<file path="config.mk">
export PLATFORM = sky130hd
export DESIGN_NAME = csa42_tree
export DESIGN_NICKNAME = d
export VERILOG_FILES = /design/src/rtl/csa42_pkg.sv /design/src/rtl/csa42_cell.sv /design/src/rtl/csa42_row.sv /design/src/rtl/ks_adder.sv /design/src/rtl/csa42_tree.sv
export SDC_FILE = /design/constraint.sdc
export NUM_CORES = 1
export LEC_CHECK = 0
export BUFFER_PORTS_ARGS = -buffer_cell sky130_fd_sc_hd__buf_2
export CELL_PAD_IN_SITES_DETAIL_PLACEMENT = 1
export CELL_PAD_IN_SITES_GLOBAL_PLACEMENT = 2
export CORE_ASPECT_RATIO = 0.75
export CORE_UTILIZATION = 33
export DETAILED_ROUTE_END_ITERATION = 16
export PLACE_DENSITY = 0.94
export SLEW_MARGIN = 20
export SYNTH_ARGS = -nofsm -noshare
export SYNTH_HDL_FRONTEND = slang
export SYNTH_HIERARCHICAL = 1
export SYNTH_SLANG_ARGS = --single-unit
</file>
<file path="constraint.sdc">
create_clock -name vclk -period 11.13
set_input_delay 1.113 -clock vclk [all_inputs]
set_output_delay 1.113 -clock vclk [all_outputs]
set_load 0.01 [all_outputs]
</file>
<file path="src/rtl/csa42_pkg.sv">
package csa42_pkg;

  // Rows entering the tree: the smallest power of two that is >= n and >= 4
  function automatic int pad_rows(input int n);
    int r;
    r = 4;
    while (r < n) r = r * 2;
    return r;
  endfunction

  // Number of 4:2 levels needed to bring `rows` rows down to two
  function automatic int tree_levels(input int rows);
    int r;
    int l;
    r = rows;
    l = 0;
    while (r > 2) begin
      r = r / 2;
      l++;
    end
    return l;
  endfunction

endpackage

</file>
<file path="src/rtl/csa42_cell.sv">
// One bit of a 4:2 compressor. The lateral carry-out is formed from
// in0..in2 only. The sum passes through three XOR levels.
module csa42_cell (
  input  logic in0_i,
  input  logic in1_i,
  input  logic in2_i,
  input  logic in3_i,
  input  logic lat_i,
  output logic sum_o,
  output logic cy_o,
  output logic lat_o
);

  logic x01;
  logic x23;
  logic x012;
  logic x0123;

  assign x01   = in0_i ^ in1_i;
  assign x23   = in2_i ^ in3_i;
  assign x0123 = x01 ^ x23;
  assign x012  = x01 ^ in2_i;

  assign sum_o = x0123 ^ lat_i;
  assign lat_o = (in0_i & in1_i) | (in2_i & x01);
  assign cy_o  = x0123 ? lat_i : in3_i;

endmodule

</file>
<file path="src/rtl/csa42_row.sv">
// A W-bit 4:2 compressor slice: four rows in, a sum row and a carry row out.
module csa42_row #(
  parameter int W = 16
) (
  input  logic [W-1:0] r0_i,
  input  logic [W-1:0] r1_i,
  input  logic [W-1:0] r2_i,
  input  logic [W-1:0] r3_i,
  output logic [W-1:0] sum_row_o,
  output logic [W-1:0] cy_row_o
);

  logic [W-1:0] lat_out;
  logic [W-1:0] lat_in;
  logic [W-1:0] cy;
  logic [W-1:0] s;

  // Lateral carries move one column up; bit 0 takes no lateral carry
  assign lat_in = {lat_out[W-2:0], 1'b0};

  for (genvar i = 0; i < W; i++) begin : g_bit
    csa42_cell u_cell (
      .in0_i (r0_i[i]),
      .in1_i (r1_i[i]),
      .in2_i (r2_i[i]),
      .in3_i (r3_i[i]),
      .lat_i (lat_in[i]),
      .sum_o (s[i]),
      .cy_o  (cy[i]),
      .lat_o (lat_out[i])
    );
  end

  assign sum_row_o = s;
  assign cy_row_o  = {cy[W-2:0], 1'b0};

  // Weight 2^W falls outside the result and is dropped
  logic unused_top;
  assign unused_top = lat_out[W-1] ^ cy[W-1];

endmodule

</file>
<file path="src/rtl/ks_adder.sv">
// Parallel-prefix carry-propagate adder, result modulo 2^W.
module ks_adder #(
  parameter int W = 16
) (
  input  logic [W-1:0] a_i,
  input  logic [W-1:0] b_i,
  output logic [W-1:0] sum_o
);

  localparam int K = $clog2(W);

  for (genvar s = 0; s <= K; s++) begin : g_st
    logic [W-1:0] gg;
    logic [W-1:0] pp;
    if (s == 0) begin : g_init
      assign gg = a_i & b_i;
      assign pp = a_i ^ b_i;
    end else begin : g_comb
      localparam int D = 1 << (s - 1);
      for (genvar i = 0; i < W; i++) begin : g_b
        if (i >= D) begin : g_op
          assign gg[i] = g_st[s-1].gg[i] | (g_st[s-1].pp[i] & g_st[s-1].gg[i-D]);
          assign pp[i] = g_st[s-1].pp[i] & g_st[s-1].pp[i-D];
        end else begin : g_pass
          assign gg[i] = g_st[s-1].gg[i];
          assign pp[i] = g_st[s-1].pp[i];
        end
      end
    end
  end

  assign sum_o = g_st[0].pp ^ {g_st[K].gg[W-2:0], 1'b0};

  logic unused_ks;
  assign unused_ks = ^{g_st[K].pp, g_st[K].gg[W-1]};

endmodule

</file>
<file path="src/rtl/csa42_tree.sv">
module csa42_tree
  import csa42_pkg::*;
#(
  parameter int N = 8,
  parameter int W = 16
) (
  input  logic [N-1:0][W-1:0] ops_i,
  output logic [W-1:0]        sum_o
);

  localparam int R  = pad_rows(N);
  localparam int LV = tree_levels(R);

  for (genvar l = 0; l <= LV; l++) begin : g_lvl
    localparam int NR = R >> l;
    logic [W-1:0] rows [NR];
    if (l == 0) begin : g_in
      for (genvar j = 0; j < NR; j++) begin : g_row
        if (j < N) begin : g_op
          assign rows[j] = ops_i[j];
        end else begin : g_pad
          assign rows[j] = '0;
        end
      end
    end else begin : g_red
      for (genvar g = 0; g < NR / 2; g++) begin : g_grp
        csa42_row #(.W(W)) u_row (
          .r0_i      (g_lvl[l-1].rows[4*g]),
          .r1_i      (g_lvl[l-1].rows[4*g+1]),
          .r2_i      (g_lvl[l-1].rows[4*g+2]),
          .r3_i      (g_lvl[l-1].rows[4*g+3]),
          .sum_row_o (rows[2*g]),
          .cy_row_o  (rows[2*g+1])
        );
      end
    end
  end

  logic [W-1:0] fin_a;
  logic [W-1:0] fin_b;
  assign fin_a = g_lvl[LV].rows[0];
  assign fin_b = g_lvl[LV].rows[1];

  ks_adder #(.W(W)) u_cpa (
    .a_i   (fin_a),
    .b_i   (fin_b),
    .sum_o (sum_o)
  );

endmodule

</file>
; After elaboration in Yosys (flattened, before gate mapping)
; Index checks and enable logic that the tools add are counted.
[classes]
n_mux = 44
n_bitwise = 444
[ops]
columns = cell, n
row1 = XOR 1 bit, 187
row2 = bitwise AND 1 bit, 165
row3 = OR 1 bit, 89
row4 = two-way mux 1 bit, 44
row5 = XOR 16 bit, 2
row6 = bitwise AND 15 bit, 1
[totals]
ff_bits = 0
inputBits = 128
output_inout_bits = 16

; Logic depth before layout (Yosys ltp)
; Gate-level depths: netlist of run 1.
[depth]
ltp_word = 17
depth_mapped = 14

; Cells and area by module
; Netlist of run 1, hierarchy kept.
[by_module_without_submodules]
columns = module, n_inst, cells_per_inst, area_per_inst_um2, seq_area_each_um2
row1 = csa42_cell, 48, 6, 58.8, 0.0
row2 = ks_adder, 1, 90, 686.9, 0.0
row3 = csa42_row, 3, 17, 123.9, 0.0

; Worst setup path after synthesis of run 1
; No wires, ideal clock.
[synth_timing]
path_type = input to output
from = in ops_i[2] (netlist name)
to = out sum_o[13]
arrival_time_ns = 4.156
t_required_ns = 10.017
slack_ns = 5.861
path_stages = 14
path_buffers = 2
cell_sequence = ha_1 -> a21o_2 -> maj3_2 -> buf_4 -> ha_1 -> a21o_2 -> maj3_2 -> buf_4 -> ha_1 -> a211oi_1 -> o21ai_0 -> a211oi_1 -> a21oi_1 -> xor2_1
[synth_between]
elab_chain_len = 17
word_cells_on_any_way = 57
classes_between = 6 x mux / 51 x bitwise
[synth_lines]
columns = item, line_no
row1 = from (decl), csa42_tree.sv:7  ; input logic [N-1:0][W-1:0] ops_i,
row2 = XOR 1 bit, csa42_cell.sv:19  ; assign x01 = in0_i ^ in1_i;
row3 = bitwise AND 1 bit, csa42_cell.sv:25  ; assign lat_o = (in0_i & in1_i) | (in2_i & x01);
row4 = OR 1 bit (*), csa42_cell.sv:25
row5 = via g_lvl[1].g_red.g_grp[0].u_row.lat_in[3], csa42_row.sv:14  ; logic [W-1:0] lat_in;
row6 = two-way mux 1 bit (*), csa42_cell.sv:26  ; assign cy_o = x0123 ? lat_i : in3_i;
row7 = via g_lvl[1].g_red.g_grp[0].u_row.cy[3], csa42_row.sv:15  ; logic [W-1:0] cy;
row8 = XOR 1 bit, csa42_cell.sv:19
row9 = bitwise AND 1 bit, csa42_cell.sv:25
row10 = (+1 left out), -
row11 = via g_lvl[2].g_red.g_grp[0].u_row.lat_in[5], csa42_row.sv:14
row12 = (+1 left out), -
row13 = via g_lvl[2].g_red.g_grp[0].u_row.cy[5], csa42_row.sv:15
row14 = (+1 left out), -
row15 = bitwise AND 1 bit, ks_adder.sv:22  ; assign gg[i] = g_st[s-1].gg[i] | (g_st[s-1].pp[i] & g_st[s-1].gg[i-D]);
row16 = OR 1 bit, ks_adder.sv:22
row17 = bitwise AND 1 bit, ks_adder.sv:22
row18 = OR 1 bit, ks_adder.sv:22
row19 = bitwise AND 1 bit, ks_adder.sv:22
row20 = OR 1 bit, ks_adder.sv:22
row21 = OR 1 bit (*), ks_adder.sv:22
row22 = XOR 16 bit (*), ks_adder.sv:32  ; assign sum_o = g_st[0].pp ^ {g_st[K].gg[W-2:0], 1'b0};
row23 = to (decl), csa42_tree.sv:8  ; output logic [W-1:0] sum_o
; Mark *: on every way through the listed nets, which the timed path passes. The rest lies on a longest branch.

==> flow_metrics.env, run 1 <==
export IMPL_worst_setup_path_type="input pin to output pin"
export IMPL_fmax_ghz=0.180
export IMPL_nets=719
export IMPL_coreArea_um2=11100
export IMPL_antenna_cells=0
export IMPL_cp_required_ps=10020
export IMPL_numPortBuffers=144
export IMPL_peakVddDrop_v=0.000154
export IMPL_start_kind="input pin"
export IMPL_cp_end_kind="output pin"
export IMPL_num_vias=3113
export IMPL_drc_errors=0
export IMPL_path_cells="buf_2 -> ha_1 -> a21o_2 -> xnor2_1 -> xnor2_1 -> ha_1 -> a21o_2 -> maj3_2 -> ha_1 -> a211oi_1 -> o21ai_0 -> nand2_1 -> a31oi_1 -> xnor2_1 -> buf_2"
export IMPL_dp_hpwl_um=7910
export IMPL_min_period_ps=5560
export IMPL_overflow=0
export IMPL_postSynthCellCount=423
export IMPL_setup_viol=0
export IMPL_hold_viol_final=0
export IMPL_dr_first_iter_drc_count=40
export IMPL_p_per_area_nw_per_um2=373
export IMPL_antenna_found_initial=0
export IMPL_min_path_type="input pin to output pin"
export IMPL_syn_cell_area_um2=3820
export IMPL_post_cts_resized=0
export IMPL_post_cts_setup_buffers=0
export IMPL_first_pass_iters=4
export IMPL_slew_violations=0
export IMPL_synth_warning_count=6
export IMPL_n_clock_buffer=0
export IMPL_cts_hold_buf=0
export IMPL_design_seq_count=0
export IMPL_worstPathMaxFanout=6
export IMPL_maxCapViolCount=0
export IMPL_routed_via_density=4.68
export IMPL_avgSynthCellArea_um2=9.03
export IMPL_gp_congestion=0.732
export IMPL_pin_count=144
export IMPL_track_usage=0.138
export IMPL_die_h_um=95.2
export IMPL_first_global_vias=3338
export IMPL_timing_final_crit_share=0.499
export IMPL_row_count=33
export IMPL_drt_wl_total_um=8300
export IMPL_p_leak_nw=2.10
export IMPL_grt_max_degree=7
export IMPL_regArea_um2=0
export IMPL_dieArea_um2=12000
export IMPL_arrival_ps=4440
export IMPL_drt_antenna_violating_nets=0
export IMPL_run_status="complete, no violations"
export IMPL_start_util=0.344
export IMPL_setup_tns_final_ps=0
export IMPL_post_drt_wl_per_cell_um=12.5
export IMPL_drive_gt1_frac=0.453
export IMPL_slowest_delay_ps=410
export IMPL_rsz0062_at_grt="no"
export IMPL_utilization=0.394
export IMPL_grt_pass1_wl_um=14300
export IMPL_worst_path_max_delay_cell="ha_1"
export IMPL_die_x_um=126
export IMPL_layout_area_overhead_vs_synth_pct=14.6
-- critical path, delay by kind of cell --
| kind | cells | cell delay, ps |
|---|---|---|
| adders and majority gates | 4 | 1360 |
| AOI/OAI and AO/OA | 5 | 1110 |
| xor gates and xnor gates | 3 | 480 |
| buffers and inverters | 2 | 260 |
| and+or+nand+nor | 1 | 130 |
-- through the flow --
stage	instance area (um^2)	setup WS [ps]	hold slack, ps	total power [mW]	std cells
floorplan	3840	5860	2890	1.23	429
detailed placement	4380	5520	3060	1.65	665
finish	4380	5570	3050	1.63	665
global placement	4380	5610	3050	1.61	665
CTS	4380	5510	3060	1.67	665
global route	4380	5320	3100	1.81	665
-- per-layer routing --
metal | track usage | up-vias | part of all wire
met5 | 0 | - | 0
met4 | 0 | 0 | 0
met3 | 0.00617 | 0 | 0.028
met2 | 0.274 | 62 | 0.52
met1 | 0.174 | 1421 | 0.45
li1 | - | 1630 | -
-- area by class of cell --
| class | instances | area (um^2) |
|---|---|---|
| fillers | 1382 | 6730 |
| inverters | 1 | 3.75 |
| multi-input cells | 380 | 3480 |
| well taps | 140 | 175 |
| repair buffers | 144 | 721 |
-- layout by cell type, fill, tap and decap left out --
master,instances
a211oi_2,1
ha_1,63
conb_1,9
o21ai_0,8
maj3_2,45
nor2b_1,1
a211oi_1,3
o32ai_1,1
nand2b_1,1
nand4_1,2
buf_2,144
and2_1,1
a21o_1,3
o21a_1,2
a22o_1,1
fa_1,1
nor2_1,9
a31oi_1,2
o21bai_1,3
xnor2_1,106
nand2_1,4
a21o_2,46
a31o_2,1
a21oi_1,10
inv_1,1
nor3_1,1
o21ai_1,2
xor2_1,53
o41ai_2,1
-- power by group --
group	internal, mW	switching, mW	total, mW
combinational	0.750	0.883	1.63
sequential	0	0	0
clock	0	0	0
total	0.750	0.883	1.63
-- worst paths after layout --
check       start         to  slack, ps  cells past startpoint
max      ops_i[3]  sum_o[15]       5570                     15
min    ops_i[125]  sum_o[15]       3050                      6
Note: power is estimated with default switching activity, not from simulation.
==> inputs of run 2 (changes only) <==
- CORE_UTILIZATION: 33 -> 30
- PLACE_DENSITY: 0.94 -> 0.87
- clock period: 11.13 -> 5.5 ns (I/O delays scaled with it)
==> flow_metrics.env, run 2 (synthesis results as in run 1) <==
export IMPL_design_seq_count=0
export IMPL_routed_via_density=4.57
export IMPL_slowest_delay_ps=400
export IMPL_worst_setup_path_type="input pin to output pin"
export IMPL_numPortBuffers=144
export IMPL_n_clock_buffer=0
export IMPL_holdWs_ps=1920
export IMPL_layout_commonest_cell="buf_2"
export IMPL_min_period_ps=4420
export IMPL_p_leak_nw=2.10
export IMPL_hold_viol_final=0
export IMPL_path_cells="buf_2 -> ha_1 -> xor2_1 -> maj3_2 -> ha_1 -> a21o_2 -> xnor2_1 -> xnor2_1 -> ha_1 -> a211oi_1 -> o21ai_0 -> a211oi_1 -> a21oi_1 -> xor2_1 -> buf_2"
export IMPL_timing_final_crit_share=0.803
export IMPL_min_path_type="input pin to output pin"
export IMPL_slew_violations=0
export IMPL_critPathMostFrequentCell="ha_1"
export IMPL_arrival_ps=3870
export IMPL_drive_gt1_frac=0.453
export IMPL_run_status="complete, no violations"
export IMPL_die_x_um=132
export IMPL_regArea_um2=0
export IMPL_num_fill_cells=1543
export IMPL_first_global_vias=3436
export IMPL_die_h_um=99.7
export IMPL_overflow=0
export IMPL_first_pass_iters=4
export IMPL_antenna_cells=0
export IMPL_dr_first_iter_drc_count=36
export IMPL_antenna_found_initial=0
export IMPL_drt_wl_total_um=8480
export IMPL_grt_pass1_wl_um=14700
export IMPL_worst_path_max_delay_cell="ha_1"
export IMPL_layout_area_overhead_vs_synth_pct=15.5
export IMPL_post_drt_wl_per_cell_um=12.3
export IMPL_row_count=35
export IMPL_track_usage=0.129
export IMPL_final_cell_mix="144 x buf_2, 106 x xnor2_1, 63 x ha_1"
export IMPL_num_vias=3161
export IMPL_setup_tns_final_ps=0
export IMPL_nets=719
export IMPL_peakVddDrop_v=0.000376
export IMPL_post_cts_setup_buffers=0
export IMPL_gp_congestion=0.715
export IMPL_p_per_area_nw_per_um2=750
export IMPL_drt_antenna_violating_nets=0
export IMPL_fmax_ghz=0.226
export IMPL_rsz0062_at_grt="no"
export IMPL_maxCapViolCount=0
export IMPL_pin_count=144
export IMPL_post_cts_resized=0
export IMPL_cp_required_ps=4950
export IMPL_worstPathMaxFanout=6
export IMPL_dp_hpwl_um=8030
export IMPL_start_util=0.309
export IMPL_drc_errors=0
export IMPL_setup_viol=0
export IMPL_cts_hold_buf=0
export IMPL_start_kind="input pin"
export IMPL_coreArea_um2=12300
export IMPL_cp_end_kind="output pin"
export IMPL_grt_max_degree=7
export IMPL_dieArea_um2=13200
[run 2: power by group]
group	switching, mW	leakage, nW	internal, mW
Clock	0	0	0
Combinational	1.80	2.10	1.52
Sequential	0	0	0
[run 2: worst max-delay path: cells and delay by family]
family | cells | cell delay, ps
buffers and inverters | 2 | 250
AOI/OAI and AO/OA | 5 | 1070
xor gates and xnor gates | 4 | 650
adders and majority gates | 4 | 1340
[run 2: path summary, 6_finish.rpt]
path,from,endpoint,slack [ps],cells after the start
setup / recovery,ops_i[4],sum_o[13],1080,15
hold / removal,ops_i[125],sum_o[15],1920,6
[run 2: layer usage]
layer	share of wire	vias up	GRT usage
li1	-	1639	-
met1	0.46	1455	0.158
met2	0.51	61	0.256
met3	0.028	6	0.00561
met4	0.0085	0	0.00884
met5	0	-	0
[run 2: area by class of cell]
cell class	instances	area, um^2	area share
tap	166	208	0.0471
multi-input combinational	380	3480	0.789
inverter	1	3.75	0.000851
timing repair buffer	144	721	0.163
[run 2: stage by stage]
stage	std cells	cell area, um^2	power (mW)	setup slack, ps	util
finish	691	4410	3.31	1080	0.357
global route	691	4410	3.68	792	0.357
CTS	691	4410	3.38	1050	0.357
detailed placement	691	4410	3.35	1080	0.357
global placement	691	4410	3.28	1150	0.357
floorplan	429	3840	2.49	1360	-
